### config.mk
export PLATFORM = sky130hd
export DESIGN_NAME = hitless_aligner
export DESIGN_NICKNAME = d
export VERILOG_FILES = /design/src/rtl/hsa_pkg.sv /design/src/rtl/hsa_delay_line.sv /design/src/rtl/hsa_skew_meter.sv /design/src/rtl/hsa_switch_ctl.sv /design/src/rtl/hitless_aligner.sv
export SDC_FILE = /design/constraint.sdc
export NUM_CORES = 1
export LEC_CHECK = 0
export ABC_AREA = 1
export BUFFER_PORTS_ARGS = -buffer_cell sky130_fd_sc_hd__buf_4
export CAP_MARGIN = 5
export CORE_MARGIN = 4
export CORE_UTILIZATION = 55
export CTS_CLUSTER_SIZE = 10
export DETAILED_ROUTE_END_ITERATION = 10
export HOLD_SLACK_MARGIN = 0.1
export PLACE_DENSITY = 0.72
export SYNTH_ARGS = -nofsm -noshare
export SYNTH_HDL_FRONTEND = slang
export SYNTH_HIERARCHICAL = 1
export SYNTH_SLANG_ARGS = --single-unit
### constraint.sdc
create_clock -name clk -period 5.71 [get_ports clk]
set_input_delay 0.8565 -clock clk [delete_from_list [all_inputs] [get_ports clk]]
set_output_delay 0.8565 -clock clk [all_outputs]
set_load 0.1 [all_outputs]
### src/rtl/hsa_pkg.sv
package hsa_pkg;
    parameter int BYTE_W = 8;

    typedef struct packed {
        logic              sof;
        logic [BYTE_W-1:0] data;
    } lane_t;

    typedef enum logic {
        SEL_A = 1'b0,
        SEL_B = 1'b1
    } sel_e;
endpackage

### src/rtl/hsa_delay_line.sv
module hsa_delay_line
    import hsa_pkg::*;
#(
    parameter int DEPTH = 3,
    parameter int DLY_W = 2
) (
    input  logic             clk,
    input  logic             rst,
    input  lane_t            lane_i,
    input  logic [DLY_W-1:0] tap_sel,
    output lane_t            lane_o
);
    lane_t stg [DEPTH+1];

    assign stg[0] = lane_i;

    for (genvar i = 1; i <= DEPTH; i++) begin : g_stage
        always_ff @(posedge clk) begin
            if (rst) stg[i] <= '0;
            else     stg[i] <= stg[i-1];
        end
    end

    always_comb begin
        lane_o = stg[0];
        for (int k = 1; k <= DEPTH; k++) begin
            if (tap_sel == DLY_W'(k)) lane_o = stg[k];
        end
    end
endmodule

### src/rtl/hsa_skew_meter.sv
module hsa_skew_meter #(
    parameter int FRAME_LEN = 2430,
    parameter int MAX_SKEW  = 3,
    parameter int HOLD_W    = 4,
    parameter int CNT_W     = 12,
    parameter int SKEW_W    = 13,
    parameter int DLY_W     = 2
) (
    input  logic                     clk,
    input  logic                     rst,
    input  logic                     a_sof,
    input  logic                     b_sof,
    input  logic [HOLD_W-1:0]        hold_frames,
    output logic signed [SKEW_W-1:0] skew_q,
    output logic                     oor_q,
    output logic [DLY_W-1:0]         dly_a,
    output logic [DLY_W-1:0]         dly_b,
    output logic                     ready
);
    localparam int HALF = FRAME_LEN / 2;
    localparam logic [CNT_W-1:0]         LAST  = CNT_W'(FRAME_LEN - 1);
    localparam logic [CNT_W-1:0]         HALFC = CNT_W'(HALF);
    localparam logic signed [SKEW_W-1:0] FLEN  = SKEW_W'(FRAME_LEN);
    localparam logic signed [SKEW_W-1:0] LIM_P = SKEW_W'(MAX_SKEW);
    localparam logic signed [SKEW_W-1:0] LIM_N = -LIM_P;

    logic [CNT_W-1:0]         pos_cnt;
    logic [CNT_W-1:0]         pos;
    logic                     a_seen;
    logic                     have_prev;
    logic [HOLD_W-1:0]        stable;
    logic signed [SKEW_W-1:0] pos_s;
    logic signed [SKEW_W-1:0] meas;
    logic                     in_rng;
    logic                     take;

    // Byte position inside stream A's frame, 0 on the strobe cycle.
    always_ff @(posedge clk) begin
        if (rst) begin
            pos_cnt <= '0;
            a_seen  <= 1'b0;
        end else begin
            if (a_sof) begin
                pos_cnt <= CNT_W'(1);
                a_seen  <= 1'b1;
            end else if (pos_cnt == LAST) begin
                pos_cnt <= '0;
            end else begin
                pos_cnt <= pos_cnt + CNT_W'(1);
            end
        end
    end

    always_comb begin
        pos    = a_sof ? '0 : pos_cnt;
        pos_s  = $signed({{(SKEW_W-CNT_W){1'b0}}, pos});
        meas   = (pos <= HALFC) ? pos_s : (pos_s - FLEN);
        in_rng = (meas <= LIM_P) && (meas >= LIM_N);
        take   = b_sof && (a_seen || a_sof);
    end

    always_ff @(posedge clk) begin
        if (rst) begin
            skew_q    <= '0;
            oor_q     <= 1'b0;
            dly_a     <= '0;
            dly_b     <= '0;
            have_prev <= 1'b0;
            stable    <= '0;
        end else if (take) begin
            skew_q    <= meas;
            oor_q     <= !in_rng;
            have_prev <= 1'b1;
            if (in_rng) begin
                dly_a <= (meas > 0) ? DLY_W'(meas)  : '0;
                dly_b <= (meas < 0) ? DLY_W'(-meas) : '0;
            end
            if (in_rng && have_prev && !oor_q && (meas == skew_q)) begin
                if (stable != '1) stable <= stable + HOLD_W'(1);
            end else begin
                stable <= '0;
            end
        end
    end

    assign ready = have_prev && !oor_q && (stable >= hold_frames);
endmodule

### src/rtl/hsa_switch_ctl.sv
module hsa_switch_ctl
    import hsa_pkg::*;
(
    input  logic clk,
    input  logic rst,
    input  logic sw_req,
    input  logic ready,
    input  logic frame_edge,
    output sel_e sel_q,
    output sel_e sel_nxt
);
    logic pending;
    logic fire;

    assign fire    = pending && ready && frame_edge;
    assign sel_nxt = fire ? sel_e'(~sel_q) : sel_q;

    always_ff @(posedge clk) begin
        if (rst) begin
            pending <= 1'b0;
            sel_q   <= SEL_A;
        end else begin
            pending <= sw_req || (pending && !fire);
            sel_q   <= sel_nxt;
        end
    end
endmodule

### src/rtl/hitless_aligner.sv
module hitless_aligner
    import hsa_pkg::*;
#(
    parameter int FRAME_LEN = 2430,
    parameter int MAX_SKEW  = 3,
    parameter int HOLD_W    = 4,
    localparam int CNT_W    = $clog2(FRAME_LEN),
    localparam int SKEW_W   = CNT_W + 1,
    localparam int DLY_W    = $clog2(MAX_SKEW + 1)
) (
    input  logic                     clk,
    input  logic                     rst,
    input  logic [BYTE_W-1:0]        a_data,
    input  logic                     a_sof,
    input  logic [BYTE_W-1:0]        b_data,
    input  logic                     b_sof,
    input  logic                     sw_req,
    input  logic [HOLD_W-1:0]        hold_frames,
    output logic [BYTE_W-1:0]        out_data,
    output logic                     out_sof,
    output logic                     out_sel,
    output logic signed [SKEW_W-1:0] skew,
    output logic                     skew_oor
);
    lane_t            la_in, lb_in, la_d, lb_d, pick;
    logic [DLY_W-1:0] dly_a, dly_b;
    logic             ready;
    sel_e             sel_q, sel_nxt;

    assign la_in = '{sof: a_sof, data: a_data};
    assign lb_in = '{sof: b_sof, data: b_data};

    hsa_skew_meter #(
        .FRAME_LEN(FRAME_LEN), .MAX_SKEW(MAX_SKEW), .HOLD_W(HOLD_W),
        .CNT_W(CNT_W), .SKEW_W(SKEW_W), .DLY_W(DLY_W)
    ) u_meter (
        .clk(clk), .rst(rst), .a_sof(a_sof), .b_sof(b_sof),
        .hold_frames(hold_frames), .skew_q(skew), .oor_q(skew_oor),
        .dly_a(dly_a), .dly_b(dly_b), .ready(ready)
    );

    hsa_delay_line #(.DEPTH(MAX_SKEW), .DLY_W(DLY_W)) u_dly_a (
        .clk(clk), .rst(rst), .lane_i(la_in), .tap_sel(dly_a), .lane_o(la_d)
    );

    hsa_delay_line #(.DEPTH(MAX_SKEW), .DLY_W(DLY_W)) u_dly_b (
        .clk(clk), .rst(rst), .lane_i(lb_in), .tap_sel(dly_b), .lane_o(lb_d)
    );

    hsa_switch_ctl u_ctl (
        .clk(clk), .rst(rst), .sw_req(sw_req), .ready(ready),
        .frame_edge(la_d.sof), .sel_q(sel_q), .sel_nxt(sel_nxt)
    );

    assign pick = (sel_nxt == SEL_B) ? lb_d : la_d;

    always_ff @(posedge clk) begin
        if (rst) begin
            out_data <= '0;
            out_sof  <= 1'b0;
        end else begin
            out_data <= pick.data;
            out_sof  <= pick.sof;
        end
    end

    assign out_sel = (sel_q == SEL_B);
endmodule

==> impl_metrics.json, run 1 <==
{
  "run_status": "complete, no violations",
  "setup_viol": 0,
  "die_area_um2": 11300,
  "drc": 0,
  "crit_family": "simple AND/OR/NAND/NOR gates",
  "track_usage": 0.2280,
  "io_buffers": 48,
  "finalCriticalPeriod_ns": 3.051,
  "grt_pass1_wl_um": 21140,
  "synthFlopType": "dfxtp_1",
  "hold_end": "u_dly_b/stg[10]$_SDFF_PP0_",
  "wl_um": 12360,
  "initial_core_util": 0.5698,
  "crit_buf_inv": 3,
  "cpPeakStageDelay_ns": 0.29,
  "cellPowerDensity_nw_per_um2": 237.8,
  "ctsLongestPathBuffers": 2,
  "fp.dieH_um": 106.3,
  "yosysUniqueCellTypes": 40,
  "synth_top_area_share": 0.3804,
  "min-delay-start": "u_dly_b/stg[19]$_SDFF_PP0_",
  "synthTopCellsByArea": "dfxtp_1 (38%), nand2_1 (14%), inv_1 (9.5%), nor2_1 (7.8%), nand3_1 (7.6%)",
  "relSlewSlack": 0.4503,
  "via_count": 4881,
  "place_hpwl_um": 9057,
  "fmax_ghz": 0.3278,
  "pre_cts_slack_ns": 2.341,
  "syn-num-nets": 836,
  "ys.warnings.count": 6,
  "seq_area_frac_synth": 0.3804,
  "cts_buffers": 9,
  "nNetsFinal": 872,
  "ir_worst_vdd_uv": 144.9,
  "timing.rr.end": "u_meter/stable[3]$_SDFFE_PP0P_",
  "core-area_um2": 9328,
  "cts.sinks": 101,
  "synth_edf_count": 0,
  "r2r_slack_ns": 2.91,
  "yosysTopAreaCell": "dfxtp_1",
  "synthArstFlopShare": 0,
  "ant_nets": 0,
  "maxCapViolCount": 0,
  "ys_top_cells_by_count": "nand2_1 (193), inv_1 (134), nor2_1 (111)",
  "cts.hold.buffers_added": 0,
  "r2r_start": "u_meter/pos_cnt[7]$_SDFF_PP0_",
  "path_max_fanout": 17,
  "drt_iter0_drc": 221,
  "layout-drive-gt1-share": 0.1318,
  "first_pass_iters": 4,
  "syn2layout_area_growth_pct": 9.487,
  "start_kind": "input pin",
  "clk_pin_slew_ns": 0.09,
  "rsz0062_at_grt": "no",
  "grt_pass1_vias": 4710,
  "grt_start_max_net_pins": 81,
  "detail_route.wl_per_cell_um": 12.73,
  "syn_avg_cell_area_um2": 6.627,
  "syn_area_um2": 5315,
  "clock_latency_ns": 0.36,
  "path_common_cell": "nand2_1",
  "worstPathArrival_ns": 3.33,
  "crit_chain": "buf_4 -> inv_4 -> nand3_1 -> nand2_2 -> nand2_4 -> nand2_4 -> nand2_1 -> nand2_1 -> inv_1 -> ha_1 -> or2_2 -> nor2_1 -> nor3_2 -> nand2_1 -> nand2_2 -> nand3_2 -> nand2_2 -> nand2_1 -> nand2_1 -> a21oi_1",
  "h-tree-depth": 3,
  "placementRows": 35,
  "ff2ff_path_depth": 18,
  "synth_most_common_cell": "nand2_1",
  "crit_type": "in -> reg",
  "cts_setup_buffers": 0,
  "worstMarginPinSlew_ns": 0.8246,
  "postSynthCellCount": 802,
  "stdcell_area_um2": 5819,
  "hp-class": "reg -> reg",
  "viasPerCell": 5.027,
  "grt_overflow": 0,
  "slew_viol_final": 0,
  "ios": 49,
  "ys_ff_latch": 101,
  "slowest_stage": "or2_2",
  "cts_tree": "yes",
  "die_w_um": 106.3,
  "hold_violations": 0,
  "cts_repair_resize_count": 0,
  "placed_area_um2": 5640,
  "clockRootBuffer": "clkbuf_8",
  "clock_skew_ns": 0.01214,
  "antenna_found_initial": 0,
  "diodes": 0,
  "cp.required_ns": 5.99,
  "holdPathStages": 2,
  "gp_congestion": 0.9113,
  "end_kind": "flip-flop",
  "fin_crit_sh": 0.5343,
  "p_leak_nw": 2.946,
  "tns_ns": 0,
  "timing.final.ws_setup_ns": 2.659
}
-- worst register-to-register path, stage by stage, from the launching register on --
cell     delay (ns)
dfxtp_1        0.52
nand3_1        0.14
nand2_2        0.11
nand2_4        0.09
nand2_4        0.19
nand2_1        0.10
nand2_1        0.17
inv_1          0.08
ha_1           0.19
or2_2          0.29
nor2_1         0.13
nor3_2         0.06
nand2_1        0.07
nand2_2        0.11
nand3_2        0.11
nand2_2        0.08
nand2_1        0.10
nand2_1        0.06
a21oi_1        0.13
-- placed cells by master (no fill, tap or decap), types with 2 or more instances in the layout --
master	n
a21oi_1	32
xnor2_1	2
o21ai_0	14
inv_6	3
nand3b_1	4
clkinv_1	3
ha_1	9
dfxtp_1	101
inv_2	8
or2_2	2
nor4_1	2
nand3_2	7
inv_1	134
nand3_1	81
nor3_2	2
o21ai_1	20
nand2_4	8
clkinv_4	2
o21a_1	2
buf_4	49
nand2_2	13
clkbuf_8	9
nand4_1	4
nor3_1	12
nor2_1	111
nand2_1	193
xor2_1	2
nor2_2	2
-- power by group --
part	leakage, nW	switching (W)	internal [W]	total (W)
clock	0.0926	0.000257	0.000166	0.000423
combinational	2.02	0.000154	0.0000587	0.000213
sequential	0.829	0.0000155	0.000733	0.000748
total	2.95	0.000427	0.000957	0.00138
-- metrics by stage --
| stage | util | hold slack (ns) | power (W) | std cells |
|---|---|---|---|---|
| after floorplan | - | 0.4032 | 0.0009255 | 802 |
| after global placement | 0.6047 | 0.4107 | 0.0009732 | 956 |
| after detailed placement | 0.6047 | 0.4130 | 0.0009770 | 956 |
| after CTS | 0.6239 | 0.4269 | 0.001402 | 971 |
| after global routing | 0.6239 | 0.4493 | 0.001455 | 971 |
| final | 0.6239 | 0.4246 | 0.001384 | 971 |
-- routing by layer --
layer,wire length (µm),share of wire,vias up,GRT usage
li1,-,-,2544,-
met1,5499,0.45,2227,0.2740
met2,6220,0.50,90,0.4154
met3,411,0.033,20,0.04250
met4,226,0.018,0,0.06013
met5,0,0,-,0
-- cells by family after synthesis --
group,after synthesis,share of synthesized area
flops,101,0.3804
fa+ha+maj,9,0.02119
simple gates,445,0.3778
compound gates,73,0.07204
xor+xnor,4,0.006593
buf+inv,170,0.1419
-- cell type report --
type,instances,area [µm²]
clock buffer,9,123.9
multi-input combinational,531,2539
clock inverter,6,55.05
timing repair buffer,49,367.9
sequential,101,2022
fill,931,3508
tap,129,161.4
inverter,146,550.5
-- how the worst max path moves through the flow --
| stage | start | to | slack, ns | cells after the start |
|---|---|---|---|---|
| 3_5_place_dp | a_sof | u_meter/stable[3]$_SDFFE_PP0P_ | 2.34 | 20 |
| 5_1_grt | a_sof | u_meter/stable[3]$_SDFFE_PP0P_ | 2.38 | 20 |
| 6_report | a_sof | u_meter/stable[3]$_SDFFE_PP0P_ | 2.66 | 20 |
| 2_1_floorplan | a_sof | u_meter/stable[2]$_SDFFE_PP0P_ | 2.86 | 20 |
| 4_1_cts | a_sof | u_meter/stable[3]$_SDFFE_PP0P_ | 2.70 | 20 |
| 3_3_place_gp | a_sof | u_meter/dly_a[0]$_SDFFE_PP0P_ | 2.49 | 19 |
-- state kept, by name (all words and copies together) (netlist names), 2 cells and up --
name and flops:
out_data 8, u_dly_a/stg 27, u_dly_b/stg 27, u_meter/dly_a 2, u_meter/dly_b 2, u_meter/pos_cnt 12
u_meter/skew_q 13, u_meter/stable 4
Power figures use the tool's default switching activity.
==> inputs of run 2 (changes only) <==
==> constraint.sdc (replaced) <==
create_clock -name clk -period 3.2 [get_ports clk]
set_input_delay 0.48 -clock clk [delete_from_list [all_inputs] [get_ports clk]]
set_output_delay 0.48 -clock clk [all_outputs]
set_load 0.1 [all_outputs]
==> run 2 against run 1 <==
Net effect:
- combinational power grew 78%
- largest cell class unchanged
- routed wire length is 0.71% lower
- clock power is 100% higher
- utilization is 0.46 points higher
==> impl_metrics.json, run 2 (synthesis results as in run 1) <==
{
  "run_status": "complete, no violations",
  "core-area_um2": 9328,
  "clockRootBuffer": "clkbuf_8",
  "worstMarginPinSlew_ns": 0.7800,
  "finalCriticalPeriod_ns": 2.758,
  "antenna_found_initial": 0,
  "initial_core_util": 0.5698,
  "grt_overflow": 0,
  "clock_skew_ns": 0.01488,
  "worstPathArrival_ns": 3.05,
  "wl_um": 12270,
  "pre_cts_slack_ns": 0.2363,
  "cts_setup_buffers": 0,
  "timing.final.ws_setup_ns": 0.4424,
  "grtUsageMet2": 0.4081,
  "ios": 49,
  "detail_route.wl_per_cell_um": 12.60,
  "cp-startpoint": "u_meter/pos_cnt[10]$_SDFF_PP0_",
  "placed_area_um2": 5655,
  "cp.required_ns": 3.50,
  "r2r_start": "u_meter/pos_cnt[10]$_SDFF_PP0_",
  "ir_worst_vdd_uv": 194.7,
  "maxCapViolCount": 0,
  "crit_type": "reg -> reg",
  "cts.sinks": 101,
  "cts_tree": "yes",
  "hold_violations": 0,
  "gp_congestion": 0.9069,
  "hp-class": "in -> reg",
  "slew_viol_final": 0,
  "first_pass_iters": 6,
  "fp.dieH_um": 106.3,
  "final_common_cell": "nand2_1",
  "worstSetupEndpoint": "u_meter/stable[2]$_SDFFE_PP0P_",
  "die_area_um2": 11300,
  "fill_cells": 911,
  "grt_pass1_wl_um": 21140,
  "end_kind": "flip-flop",
  "power_w": 0.002563,
  "rsz0062_at_grt": "no",
  "use_met3": 0.03157,
  "path_max_fanout": 17,
  "place_hpwl_um": 9154,
  "largest_registers": "u_dly_a/stg x27, u_dly_b/stg x27, u_meter/skew_q x13",
  "ant_nets": 0,
  "clock_latency_ns": 0.37,
  "r2r_slack_ns": 0.44,
  "cellPowerDensity_nw_per_um2": 437.2,
  "regArea_um2": 2022,
  "clk_pin_slew_ns": 0.11,
  "via_count": 4921,
  "fmax_ghz": 0.3626,
  "p_leak_nw": 2.969,
  "multi_input_area_um2": 2539,
  "relSlewSlack": 0.4793,
  "cts.hold.buffers_added": 0,
  "grt.met1_usage": 0.2698,
  "drt_iter0_drc": 163,
  "track_usage": 0.2270,
  "h-tree-depth": 3,
  "placementRows": 35,
  "setup_viol": 0,
  "grt_start_max_net_pins": 52,
  "viasPerCell": 5.052,
  "io_buffers": 48,
  "layout-drive-gt1-share": 0.1337,
  "die_w_um": 106.3,
  "tns_ns": 0,
  "diodes": 0,
  "final_cell_mix": "nand2_1 (193), inv_1 (134), nor2_1 (111)",
  "ff2ff_path_depth": 18,
  "timing.rr.end": "u_meter/stable[2]$_SDFFE_PP0P_",
  "ctsLongestPathBuffers": 2,
  "fin_crit_sh": 0.8617,
  "syn2layout_area_growth_pct": 10.29,
  "grt_pass1_vias": 4829,
  "grt-busiest-layer": "met2",
  "start_kind": "flip-flop",
  "drc": 0,
  "cts_repair_resize_count": 0,
  "nNetsFinal": 874,
  "cts_buffers": 9,
  "stdcell_area_um2": 5862
}
==> run 2: cell types whose count changed in the layout (fill, tap and decap cells not counted) <==
| cell | before | now |
|---|---|---|
| bufinv_16 | 0 | 1 |
| inv_6 | 3 | 1 |
| inv_8 | 1 | 2 |
| buf_4 | 49 | 51 |
| clkbuf_1 | 0 | 1 |
==> run 2: worst min path at each step <==
stage	startpoint	end	slack, ns	cells after the start
floorplan	u_dly_a/stg[19]$_SDFF_PP0_	u_dly_a/stg[10]$_SDFF_PP0_	0.40	2
global placement	u_dly_b/stg[21]$_SDFF_PP0_	u_dly_b/stg[12]$_SDFF_PP0_	0.41	2
detailed placement	u_dly_b/stg[23]$_SDFF_PP0_	u_dly_b/stg[14]$_SDFF_PP0_	0.42	2
CTS	b_data[5]	u_dly_b/stg[23]$_SDFF_PP0_	0.30	3
global route	a_data[3]	u_dly_a/stg[21]$_SDFF_PP0_	0.32	3
finish	b_data[5]	u_dly_b/stg[23]$_SDFF_PP0_	0.31	3
==> run 2: power breakdown <==
group	total (W)	internal (W)	switching, W
Combinational	0.000379	0.000106	0.000274
Sequential	0.00134	0.00131	0.0000275
Clock	0.000849	0.000379	0.000469
==> run 2: layout make-up <==
type,count,share of cell area
well taps,129,0.02753
clock buffers,10,0.02177
multi-input cells,531,0.4331
repair buffers,51,0.06531
inverters,146,0.09392
flip-flops and latches,101,0.3449
clock inverters,6,0.01345
==> run 2: worst max-delay path, stage by stage, from the launching register on <==
cell	delay, ns
dfxtp_1	0.41
inv_1	0.13
nor2_4	0.21
nand2_4	0.13
nand2_4	0.19
nand2_1	0.10
nand2_1	0.16
inv_1	0.08
ha_1	0.18
or2_2	0.28
nor2_1	0.14
nor3_2	0.06
nand2_1	0.07
nand2_2	0.10
nand3_2	0.11
nand2_2	0.08
nand2_1	0.09
nand2_1	0.06
a21oi_1	0.11
==> run 2: through the flow <==
stage | hold WS (ns) | util | std cells
2_1_floorplan | 0.4032 | - | 802
3_3_place_gp | 0.4085 | 0.6063 | 958
3_5_place_dp | 0.4150 | 0.6063 | 958
4_1_cts | 0.3024 | 0.6284 | 974
5_1_grt | 0.3190 | 0.6284 | 974
6_report | 0.3146 | 0.6284 | 974
==> run 2: routing by layer <==
layer	part of all wire	wire length (µm)
met1	0.44	5392
met2	0.50	6099
met3	0.037	456
met4	0.026	320
met5	0	0
==> inputs of run 3 (changes only) <==
--- a/config.mk
+++ b/config.mk
@@ -13,7 +13,7 @@
 export CTS_CLUSTER_SIZE = 10
 export DETAILED_ROUTE_END_ITERATION = 10
 export HOLD_SLACK_MARGIN = 0.1
-export PLACE_DENSITY = 0.72
+export PLACE_DENSITY_LB_ADDON = 0.25
 export SYNTH_ARGS = -nofsm -noshare
 export SYNTH_HDL_FRONTEND = slang
 export SYNTH_HIERARCHICAL = 1
==> run 3 against run 2 <==
Net effect:
- sequential cell count stayed put
- design area decreased by 0.30%
- clock power shrank 7.9%
- via count decreased by 0.69%
- clock skew up 0.0013 ns
- register-to-register slack got worse by 0.03 ns
- die area stayed put
- routed wire length shrank 1.9%
- sequential share of layout area is 0.10 points higher
- sequential power hardly changed
- setup slack got worse by 0.033 ns
- critical path type unchanged
- critical endpoint is now u_meter/stable[3]$_SDFFE_PP0P_
- largest power group unchanged
==> impl_metrics.json, run 3 (synthesis results as in run 1) <==
{
  "cellPowerDensity_nw_per_um2": 427.0,
  "ir_worst_vdd_uv": 287.8,
  "drc": 0,
  "grt_overflow": 0,
  "worstMarginPinSlew_ns": 0.7437,
  "path_max_fanout": 17,
  "grt_start_max_net_pins": 47,
  "hold_violations": 0,
  "r2r_start": "u_meter/pos_cnt[10]$_SDFF_PP0_",
  "finalCriticalPeriod_ns": 2.791,
  "viasPerCell": 5.017,
  "initial_core_util": 0.5698,
  "ios": 49,
  "cp.required_ns": 3.49,
  "cp-startpoint": "u_meter/pos_cnt[10]$_SDFF_PP0_",
  "grt_pass1_wl_um": 20510,
  "run_status": "complete, no violations",
  "fp.dieH_um": 106.3,
  "final_cell_mix": "nand2_1 (193), inv_1 (134), nor2_1 (111)",
  "io_buffers": 48,
  "die_w_um": 106.3,
  "hp-class": "in -> reg",
  "crit_type": "reg -> reg",
  "timing.rr.end": "u_meter/stable[3]$_SDFFE_PP0P_",
  "worstSetupEndpoint": "u_meter/stable[3]$_SDFFE_PP0P_",
  "fmax_ghz": 0.3584,
  "die_area_um2": 11300,
  "cts_buffers": 9,
  "antenna_found_initial": 0,
  "start_kind": "flip-flop",
  "cts_tree": "yes",
  "first_pass_iters": 5,
  "clockRootBuffer": "clkbuf_8",
  "tns_ns": 0,
  "fin_crit_sh": 0.8720,
  "maxCapViolCount": 0,
  "slew_viol_final": 0,
  "worstPathArrival_ns": 3.09,
  "utilization": 0.6266,
  "r2r_slack_ns": 0.41,
  "core-area_um2": 9328,
  "holdWs_ns": 0.3106,
  "ant_nets": 0,
  "detail_route.wl_per_cell_um": 12.35,
  "largest_registers": "u_dly_a/stg x27, u_dly_b/stg x27, u_meter/skew_q x13",
  "layout-drive-gt1-share": 0.1349,
  "final_common_cell": "nand2_1",
  "ff2ff_path_depth": 18,
  "grt_pass1_vias": 4607,
  "cts.sinks": 101,
  "place_hpwl_um": 8954,
  "wl_um": 12030,
  "nNetsFinal": 875,
  "relSlewSlack": 0.5035,
  "clock_skew_ns": 0.01622,
  "cts_setup_buffers": 0,
  "h-tree-depth": 3,
  "rsz0062_at_grt": "no",
  "cts_repair_resize_count": 0,
  "end_kind": "flip-flop",
  "ctsLongestPathBuffers": 2,
  "placementRows": 35,
  "cts.hold.buffers_added": 0,
  "clock_latency_ns": 0.37,
  "p_leak_nw": 2.963,
  "gp_congestion": 0.9127,
  "clk_pin_slew_ns": 0.11,
  "via_count": 4887,
  "setup_viol": 0,
  "track_usage": 0.2190,
  "diodes": 0,
  "drt_iter0_drc": 243,
  "syn2layout_area_growth_pct": 9.958
}
-- run 3: cell type report --
cell class,count,area (µm²)
Sequential cell,101,2022
Inverter,146,550.5
Tap cell,129,161.4
Timing Repair Buffer,52,390.4
Clock inverter,6,57.56
Clock buffer,9,123.9
Multi-Input combinational cell,531,2539
Fill cell,897,3483
-- run 3: power breakdown --
part / total (W) / internal, W / switching [W]
logic: 0.000379 / 0.000106 / 0.000274
registers: 0.00133 / 0.00131 / 0.0000270
clock network: 0.000782 / 0.000297 / 0.000484
total: 0.00250 / 0.00171 / 0.000785
-- run 3: worst min path at each step --
| stage | startpoint | end | cells past startpoint |
|---|---|---|---|
| after CTS | a_data[5] | u_dly_a/stg[23]$_SDFF_PP0_ | 3 |
| after global routing | b_data[5] | u_dly_b/stg[23]$_SDFF_PP0_ | 3 |
| after detailed placement | u_dly_a/stg[22]$_SDFF_PP0_ | u_dly_a/stg[13]$_SDFF_PP0_ | 2 |
| after global placement | u_dly_b/stg[23]$_SDFF_PP0_ | u_dly_b/stg[14]$_SDFF_PP0_ | 2 |
| after floorplan | u_dly_a/stg[19]$_SDFF_PP0_ | u_dly_a/stg[10]$_SDFF_PP0_ | 2 |
| final | a_data[5] | u_dly_a/stg[23]$_SDFF_PP0_ | 3 |
-- run 3: metal layers --
metal | routed length (µm) | track usage | vias to the layer above | share of wire
li1 | - | - | 2544 | -
met1 | 5452 | 0.2804 | 2207 | 0.45
met2 | 5749 | 0.3756 | 114 | 0.48
met3 | 562 | 0.02854 | 22 | 0.047
met4 | 267 | 0.08141 | 0 | 0.022
met5 | 0 | 0 | - | 0
-- run 3: through the flow --
| step | worst slack [ns] | std cells | area [µm²] | power (W) |
|---|---|---|---|---|
| after floorplan | 0.7248 | 802 | 5315 | 0.001651 |
| after detailed placement | 0.2141 | 959 | 5663 | 0.001743 |
| after CTS | 0.4438 | 974 | 5844 | 0.002507 |
| final | 0.4095 | 974 | 5844 | 0.002496 |
| after global routing | 0.1587 | 974 | 5844 | 0.002608 |
| after global placement | 0.3537 | 959 | 5663 | 0.001736 |
-- run 3: critical path: stages, from the launching register on --
cell,delay [ns]
dfxtp_1,0.41
inv_1,0.13
nor2_4,0.20
nand2_4,0.12
nand2_4,0.19
nand2_1,0.11
nand2_1,0.15
inv_1,0.08
ha_1,0.17
or2_2,0.29
nor2_1,0.14
nor3_2,0.06
nand2_1,0.07
nand2_2,0.11
nand3_2,0.10
nand2_2,0.08
nand2_1,0.09
nand2_1,0.06
a21oi_1,0.15
